### src/rtl/apc_pkg.sv
package apc_pkg;
   // operand magnitude width (the sign bit sits above it)
   localparam int MAG_W     = 4;
   localparam int X_W       = MAG_W + 1;
   // folded table: one address bit fewer than the magnitude
   localparam int TBL_AW    = MAG_W - 1;
   localparam int TBL_DEPTH = 1 << TBL_AW;
   // pair-sum multiplier: magnitudes m and FOLD_K-m pair up
   localparam int FOLD_K    = (1 << MAG_W) - 1;
   // product growth over the coefficient width
   localparam int GROW_W    = MAG_W;

   typedef enum logic {
      COEF_TWOS    = 1'b0,
      COEF_SIGNMAG = 1'b1
   } coef_fmt_e;
endpackage

### src/rtl/apc_addr_map.sv
module apc_addr_map
   import apc_pkg::*;
(
   input  logic [MAG_W-1:0]  mag_i,
   output logic [TBL_AW-1:0] addr_o,
   output logic              fold_up_o
);
   assign fold_up_o = mag_i[MAG_W-1];

   for (genvar b = 0; b < TBL_AW; b++) begin : g_fold_xor
      assign addr_o[b] = mag_i[b] ^ mag_i[MAG_W-1];
   end
endmodule

### src/rtl/apc_table.sv
module apc_table
   import apc_pkg::*;
#(
   parameter int                WORD_W = 12,
   parameter logic [WORD_W-1:0] BASE   = '0
) (
   input  logic [TBL_AW-1:0] addr_i,
   output logic [WORD_W-1:0] word_o
);
   logic [WORD_W-1:0] rom [TBL_DEPTH];

   // entry k holds the odd multiple (FOLD_K - 2k) of the base
   for (genvar k = 0; k < TBL_DEPTH; k++) begin : g_entry
      localparam logic [WORD_W-1:0] ODD   = WORD_W'(FOLD_K - 2 * k);
      localparam logic [WORD_W-1:0] ENTRY = BASE * ODD;
      assign rom[k] = ENTRY;
   end

   assign word_o = rom[addr_i];
endmodule

### src/rtl/apc_addsub_halve.sv
module apc_addsub_halve #(
   parameter int                WORD_W    = 12,
   parameter bit                SIGNED_OP = 1'b1,
   parameter logic [WORD_W-1:0] FOLD      = '0
) (
   input  logic [WORD_W-1:0] word_i,
   input  logic              fold_up_i,
   output logic [WORD_W-1:0] half_o
);
   // Both FOLD and word_i are odd multiples of the same base, so they
   // share bit 0. The halved sum is then (F>>1)+(w>>1)+lsb and the halved
   // difference is (F>>1)-(w>>1), so no wide intermediate is needed.
   localparam logic              FOLD_EXT = SIGNED_OP ? FOLD[WORD_W-1] : 1'b0;
   localparam logic [WORD_W-1:0] FOLD_HF  = {FOLD_EXT, FOLD[WORD_W-1:1]};

   logic              word_ext;
   logic [WORD_W-1:0] word_hf;
   logic [WORD_W-1:0] carry_in;

   assign word_ext = SIGNED_OP ? word_i[WORD_W-1] : 1'b0;
   assign word_hf  = {word_ext, word_i[WORD_W-1:1]};
   assign carry_in = {{(WORD_W-1){1'b0}}, word_i[0]};

   always_comb begin
      if (fold_up_i) half_o = FOLD_HF + word_hf + carry_in;
      else           half_o = FOLD_HF - word_hf;
   end
endmodule

### src/rtl/apc_sign_stage.sv
module apc_sign_stage
   import apc_pkg::*;
#(
   parameter int        PROD_W = 12,
   parameter coef_fmt_e FMT    = COEF_TWOS,
   localparam int       IN_W   = (FMT == COEF_TWOS) ? PROD_W : PROD_W - 1
) (
   input  logic [IN_W-1:0]   half_i,
   input  logic              neg_i,
   output logic [PROD_W-1:0] prod_o
);
   if (FMT == COEF_TWOS) begin : g_twos
      logic [PROD_W-1:0] negated;
      assign negated = (~half_i) + PROD_W'(1);
      assign prod_o  = neg_i ? negated : half_i;
   end else begin : g_signmag
      assign prod_o = {neg_i, half_i};
   end
endmodule

### src/rtl/apc_const_mult.sv
module apc_const_mult
   import apc_pkg::*;
#(
   parameter int                COEF_W   = 8,
   parameter logic [COEF_W-1:0] COEF     = COEF_W'(37),
   parameter coef_fmt_e         COEF_FMT = COEF_TWOS,
   parameter bit                OUT_REG  = 1'b1,
   localparam int               PROD_W   = COEF_W + GROW_W
) (
   input  logic              clk,
   input  logic              rst_n,
   input  logic [X_W-1:0]    x_in,
   output logic [PROD_W-1:0] prod_out
);
   // elaboration-time parameter checks
   if (COEF_W < 2 || COEF_W > 24) begin : g_bad_width
      $error("apc_const_mult: COEF_W must lie in 2..24");
   end

   logic [TBL_AW-1:0] tbl_addr;
   logic              fold_up;
   logic              x_neg;
   logic [PROD_W-1:0] prod_comb;

   assign x_neg = x_in[X_W-1];

   apc_addr_map amap_i (
      .mag_i     (x_in[MAG_W-1:0]),
      .addr_o    (tbl_addr),
      .fold_up_o (fold_up)
   );

   if (COEF_FMT == COEF_TWOS) begin : g_twos
      localparam logic [PROD_W-1:0] BASE = {{GROW_W{COEF[COEF_W-1]}}, COEF};
      localparam logic [PROD_W-1:0] FOLD = BASE * PROD_W'(FOLD_K);

      logic [PROD_W-1:0] tbl_word;
      logic [PROD_W-1:0] half;

      apc_table #(.WORD_W(PROD_W), .BASE(BASE)) tbl_i (
         .addr_i (tbl_addr),
         .word_o (tbl_word)
      );

      apc_addsub_halve #(.WORD_W(PROD_W), .SIGNED_OP(1'b1), .FOLD(FOLD)) ash_i (
         .word_i    (tbl_word),
         .fold_up_i (fold_up),
         .half_o    (half)
      );

      apc_sign_stage #(.PROD_W(PROD_W), .FMT(COEF_TWOS)) sgn_i (
         .half_i (half),
         .neg_i  (x_neg),
         .prod_o (prod_comb)
      );
   end else begin : g_signmag
      localparam int               MW   = PROD_W - 1;
      localparam logic [MW-1:0]    BASE = {{(GROW_W){1'b0}}, COEF[COEF_W-2:0]};
      localparam logic [MW-1:0]    FOLD = BASE * MW'(FOLD_K);

      logic [MW-1:0] tbl_word;
      logic [MW-1:0] half;
      logic          prod_sign;

      assign prod_sign = COEF[COEF_W-1] ^ x_neg;

      apc_table #(.WORD_W(MW), .BASE(BASE)) tbl_i (
         .addr_i (tbl_addr),
         .word_o (tbl_word)
      );

      apc_addsub_halve #(.WORD_W(MW), .SIGNED_OP(1'b0), .FOLD(FOLD)) ash_i (
         .word_i    (tbl_word),
         .fold_up_i (fold_up),
         .half_o    (half)
      );

      apc_sign_stage #(.PROD_W(PROD_W), .FMT(COEF_SIGNMAG)) sgn_i (
         .half_i (half),
         .neg_i  (prod_sign),
         .prod_o (prod_comb)
      );
   end

   if (OUT_REG) begin : g_oreg
      logic [PROD_W-1:0] prod_q;
      always_ff @(posedge clk or negedge rst_n) begin
         if (!rst_n) prod_q <= '0;
         else        prod_q <= prod_comb;
      end
      assign prod_out = prod_q;
   end else begin : g_comb
      assign prod_out = prod_comb;
   end
endmodule

### config.mk
export PLATFORM = sky130hd
export DESIGN_NAME = apc_const_mult
export DESIGN_NICKNAME = d
export VERILOG_FILES = /design/src/rtl/apc_pkg.sv /design/src/rtl/apc_addr_map.sv /design/src/rtl/apc_table.sv /design/src/rtl/apc_addsub_halve.sv /design/src/rtl/apc_sign_stage.sv /design/src/rtl/apc_const_mult.sv
export SDC_FILE = /design/constraint.sdc
export NUM_CORES = 1
export LEC_CHECK = 0
export BUFFER_PORTS_ARGS = -buffer_cell sky130_fd_sc_hd__buf_4
export CAP_MARGIN = 20
export CORE_AREA = 3 3 65 67
export DETAILED_ROUTE_END_ITERATION = 12
export DIE_AREA = 0 0 68 70
export GPL_TIMING_DRIVEN = 0
export REMOVE_ABC_BUFFERS = 1
export SETUP_SLACK_MARGIN = 0.1
export SLEW_MARGIN = 15
export SYNTH_ARGS = -nofsm -noshare
export SYNTH_HDL_FRONTEND = slang
export SYNTH_SLANG_ARGS = --single-unit
export TNS_END_PERCENT = 100
### constraint.sdc
create_clock -name clk -period 0.8 [get_ports clk]
set_input_delay 0.04 -clock clk [delete_from_list [all_inputs] [get_ports clk]]
set_output_delay 0.04 -clock clk [all_outputs]
set_load 0.01 [all_outputs]
After elaboration in Yosys (flattened, before gate mapping):

Memory sizes are Yosys's and may differ from the RTL's.
Cells that the tools add are included.

* add/subtract/negate cells: 4
* order comparisons: 1
* mux-type cells: 4
* bitwise gates (word level): 5

Operators by type and width (count)
* 12-bit two-way mux: 4
* 10-bit by 11-bit adder with 12-bit output, first input constant: 1
* 12-bit by 1-bit adder with 12-bit output: 1
* 12-bit by 1-bit adder with 12-bit output, second input constant: 1
* 12-bit NOT: 1
* 10-bit by 11-bit subtractor with 12-bit output, first input constant: 1
* 4-bit greater-or-equal comparator, second input constant: 1
* 3-bit NOT with 4-bit output: 1
* 1-bit bitwise XOR: 3

* bits in registers: 12
* memory bits (read-only): 96
* logic and storage cells: 16
* memories kept: 1

Memory list
* (no name shown): words 8, bits a word 12, rd ports 1, clocked after Yosys merged registers in 0, write ports 0, RTL line apc_table.sv:19 `assign word_o = rom[addr_i];`

Depth between registers and ports, before layout:

* depth after elaboration: 11
* gate-level depth with buffers: 13
* depth with buffers taken out: 11

Cells and area by module:

Synthesis repeated with hierarchy kept, for this count alone.

* cells, all modules: 148
* area, all modules: 1345.0 µm²

Modules (own cells, without submodules)
* apc_addsub_halve: times used 1, cells each 71, area each 531.8 µm², sequential area each 0.0 µm²
* apc_const_mult: times used 1, cells each 12, area each 300.3 µm², sequential area each 300.3 µm²
* apc_sign_stage: times used 1, cells each 34, area each 289.0 µm², sequential area each 0.0 µm²
* apc_table: times used 1, cells each 27, area each 190.2 µm², sequential area each 0.0 µm²
* apc_addr_map: times used 1, cells each 4, area each 33.8 µm², sequential area each 0.0 µm²

Least setup slack after synthesis:

OpenSTA, ideal clock, no wires.

* path type: in2reg
* start point: input port x_in[3]
* end point: register g_oreg.prod_q[9], in the netlist prod_out[9]
* library setup time: 0.136 ns
* data arrival time: 2.687 ns
* required time: 0.664 ns
* slack: -2.022 ns
* stages on the path: 13
* path through: buf_6 xor2_1 inv_1 ha_1 clkbuf_1 nand2_1 nor2_1 or4_4 nor2_1 o21bai_1 a311oi_2 o31ai_1 xnor2_1

* word-level cells in the longest chain between the ends: 11

RTL lines
* start, declared: RTL line apc_const_mult.sv:12 `input logic [X_W-1:0] x_in,`
* 1-bit bitwise XOR: RTL line apc_addr_map.sv:11 `assign addr_o[b] = mag_i[b] ^ mag_i[MAG_W-1];`
* 3-bit NOT with 4-bit output (implied by the code): RTL line apc_table.sv:19
* memory read 8 x 12 bit
* 12-bit two-way mux (implied by the code) (2 in a row): RTL line apc_table.sv:19
* 10-bit by 11-bit adder with 12-bit output: RTL line apc_addsub_halve.sv:25 `if (fold_up_i) half_o = FOLD_HF + word_hf + carry_in;`
* 12-bit by 1-bit adder with 12-bit output: RTL line apc_addsub_halve.sv:25
* 12-bit two-way mux *: RTL line apc_addsub_halve.sv:25
* 12-bit NOT: RTL line apc_sign_stage.sv:14 `assign negated = (~half_i) + PROD_W'(1);`
* 12-bit by 1-bit adder with 12-bit output: RTL line apc_sign_stage.sv:14
* 12-bit two-way mux *: RTL line apc_sign_stage.sv:15 `assign prod_o = neg_i ? negated : half_i;`
* via g_twos.sgn_i.prod_o[9]: RTL line apc_sign_stage.sv:10 `output logic [PROD_W-1:0] prod_o`
* end signal, assigned: RTL line apc_const_mult.sv:89 `else prod_q <= prod_comb;`
* end, declared: RTL line apc_const_mult.sv:86 `logic [PROD_W-1:0] prod_q;`

Mark *: on every way through the listed nets, which the timed path passes. The rest lies on a longest branch. The select of a mux whose other input is x is not followed.

Worst setup path in the final report:

* start point: input port x_in[3]
* end point: register g_oreg.prod_q[10], in the netlist prod_out[10]

The elaborated chain is that of the path after synthesis.

==> results.txt <==
----------------------------------------------------
[Final layout]
  Number of antenna diodes ... 0
  Signed area change from the synthesized netlist to the final layout ... 71.8%
  Footprint of the multi-input gates ... 1230 um2
  Commonest non-fill, non-tap cells in the layout ... buf_4 (38), nand2_1 (16), buf_6 (14), dfrtp_1 (12), xnor2_1 (10)
  Seq. cell area ... 300 um2
  # fillers ... 306
  Share of final-layout standard cells stronger than drive strength 1 ... 0.536
  Utilization after layout ... 0.598
  Number of flip-flops in the largest register ... 12
  Final Non-Filler Cells ... 259
  Net count reported at finish ... 228
  Most common cell after layout, fill and taps aside ... buf_4

[Die]
  Ports placed on the boundary ... 19
  Width of the chip ... 68 um
  Starting Density ... 0.348
  Vert. Die Dim ... 70 um
  Placeable Area ... 3690 um2
  Die footprint ... 4760 um2
  Standard-cell rows ... 22

[Clock network]
  Clk Tree Root Cell ... clkbuf_8
  Inserted Clock Buffers ... 3
  Deepest clock path buffer count ... 2
  Clock transition at path regs ... 50 ps
  Clock sink count ... 12
  Depth of the CTS H-tree ... 1
  CTS tree ... yes

[Timing]
  Relative max-transition margin ... 0.668
  Final cycle utilization of the critical path ... 2.81
  Shortest clock period the worst path allows after layout ... 2240 ps
  Slew at the pin with the worst max-slew slack ... 484 ps
  Final Hold Viols ... 0
  Number of max-slew violations in the final report ... 0
  Setup violators final ... 10
  Maximum clock rate ... 445 MHz
  Final worst setup slack ... -1440 ps
  RSZ-0062 raised after global routing ... yes

[Setup path]
  Startpoint-to-endpoint class of the critical path ... input pin to register
  Crit path cell chain ... buf_16 > xor2_4 > buf_12 > ha_4 > nand2_4 > nor2_2 > or4_4 > nor2_4 > o2bb2ai_2 > a311oi_2 > buf_4 > nor4_2 > o21ai_1
  Data arrival time of the critical path ... 2350 ps
  Slowest cell on crit path ... or4_4
  Highest net fanout along the worst path ... 6
  Delay contributed by the slowest stage of the critical path ... 580 ps
  Element type at the critical path end ... register
  Startpoint class of the critical path ... input pin
  Required time of the critical path ... 900 ps
  Worst path depth ... 13
  Top Family by Delay on Critical Path ... simple AND/OR/NAND/NOR gates
  Number of buffer and inverter stages on the critical path ... 3

[Flow run]
  Count of max-cap constraint violations ... 0

[Synthesis]
  Synth Flop Type ... dfrtp_1
  Total of flip-flops plus latches after synthesis ... 12
  Mapped Cells ... 162
  Total of warnings raised by yosys ... 0
  Fraction of synthesis flops using an asynchronous set or reset pin ... 1.00
  Post-synthesis average cell area ... 7.93 um2
  Post-synthesis sequential area ratio ... 0.234
  Post-synth EDFFs ... 0
  Post-synth cell types ... 47
  Cell area after synthesis ... 1280 um2

[Global route]
  Global-route congestion overflow total ... 0
  Number of antenna violations at the first check in global routing ... 0
  Global-route wire length before repair ... 5710 um
  Overall fraction of global-route tracks in use ... 0.151
  Via count of the first global-routing pass ... 1,317
  Maximum number of pins on one net before global-route repair ... 17

[Route]
  Via-to-Cell Ratio ... 5.15
  Routed vias ... 1,333
  Routed wire length per instance ... 14.2 um
  Residual antenna-violating net count after detailed routing ... 0
  Drt drc ... 0
  Initial DRC Count ... 31
  Post-Route WL ... 3670 um
  Number of detailed-routing iterations run before antenna repair ... 4

[Power and ir drop]
  Switch Pwr ... 1.35 mW
  Leak Pwr ... 0.940 nW
  Net switching fraction of the power ... 0.362
  IR drop worst, VDD ... 0.000587 V
  Fraction of power consumed by sequential logic ... 0.219
  Internal ... 2.38 mW
  Logic gate share of total power ... 0.648
  PnR Total Power ... 3.73 mW
  Clock network power share ... 0.133
  Power density over the cells ... 1690 nW/um2

[Hold path]
  End of the worst hold path ... prod_out[1]
  Number of instances on the worst hold path ... 2
  Min-delay src ... x_in[4]
  Hold crit path type ... input pin to register

[Placed design]
  Placed Cells incl. Taps ... 217
  Port bufs ... 18
  Gp weighted congestion ... 0.774
  Final HPWL from detailed placement ... 2080 um

[Outcome]
  Status ... complete, but fails checks
  Violated checks ... negative setup slack

----------------------------------------------------
## synthesized netlist by cell type (2+ instances only)
cell type  number  area share
nand2_1        18       0.053
dfrtp_1        12        0.23
xnor2_1        12       0.082
nor2_1         11       0.032
o21ai_0        10       0.039
ha_1            8       0.078
inv_1           8       0.023
clkbuf_1        6       0.018
nand2b_1        6       0.029
xor2_1          6       0.041
mux2i_1         5       0.039
nand3_1         5       0.019
a21oi_1         4       0.016
a21boi_0        3       0.018
and3_1          3       0.015
buf_2           3       0.012
nor2b_1         3       0.015
nor3_1          3       0.012
or2_2           3       0.015
a22o_1          2       0.014
o211ai_1        2       0.012
o21ai_1         2      0.0078
o31ai_1         2       0.012
or3b_2          2       0.014
## per-layer routing
layer	wire length, um	GRT usage
met3	116	0.00965
met1	1500	0.165
met4	36	0.0728
met5	0	0
met2	2020	0.279
## how the worst max path moves through the flow
| stage | startpoint | end | slack, ps |
|---|---|---|---|
| floorplan | x_in[3] | prod_out[9] | -1960 |
| global placement | x_in[3] | prod_out[10] | -2670 |
| detailed placement | x_in[3] | prod_out[10] | -2800 |
| CTS | x_in[3] | prod_out[10] | -1390 |
| global route | x_in[3] | prod_out[10] | -1520 |
| finish | x_in[3] | prod_out[10] | -1440 |
## cell families (layout without fill, tap and decap cells)
| logic type | Yosys count | in the layout | share of synthesized area |
|---|---|---|---|
| compound gates | 36 | 36 | 0.194 |
| fa+ha+maj | 8 | 8 | 0.0779 |
| buf+inv | 20 | 69 | 0.0672 |
| mux | 5 | 5 | 0.0389 |
| xor+xnor | 19 | 19 | 0.135 |
| flops | 12 | 12 | 0.234 |
| simple gates | 62 | 62 | 0.253 |
## what timing repair did
action	4_1_cts	5_1_grt
resized for setup	72	23
setup buffers	29	8
pin swaps	22	18
hold buffers	2	0
hold endpoints to repair	13	0
setup endpoints to repair	22	22
cloned	0	0
## final cells by class
type	instances	area share
Multi-Input combinational cell	130	0.557
Timing Repair Buffer	57	0.240
Sequential cell	12	0.136
Tap cell	48	0.0272
Inverter	9	0.0210
Clock buffer	3	0.0187
## through the flow
| step | area (um2) | setup TNS [ps] | hold slack, ps | worst slack [ps] |
|---|---|---|---|---|
| global route | 2210 | -12330 | 158 | -1520 |
| floorplan | 1230 | -15880 | -256 | -1960 |
| detailed placement | 1430 | -23860 | -121 | -2800 |
| global placement | 1430 | -22820 | -125 | -2670 |
| finish | 2210 | -11560 | 135 | -1440 |
| CTS | 2040 | -10890 | 99.0 | -1390 |
## power by group through the flow
stage | combinational [mW] | clock [mW] | sequential, mW
CTS | 2.07 | 0.515 | 0.817
floorplan | 0.857 | 0 | 0.878
global placement | 1.37 | 0 | 0.796
finish | 2.42 | 0.497 | 0.815
global route | 2.58 | 0.544 | 0.821
detailed placement | 1.39 | 0 | 0.798
Note: power is estimated with default switching activity, not from simulation.
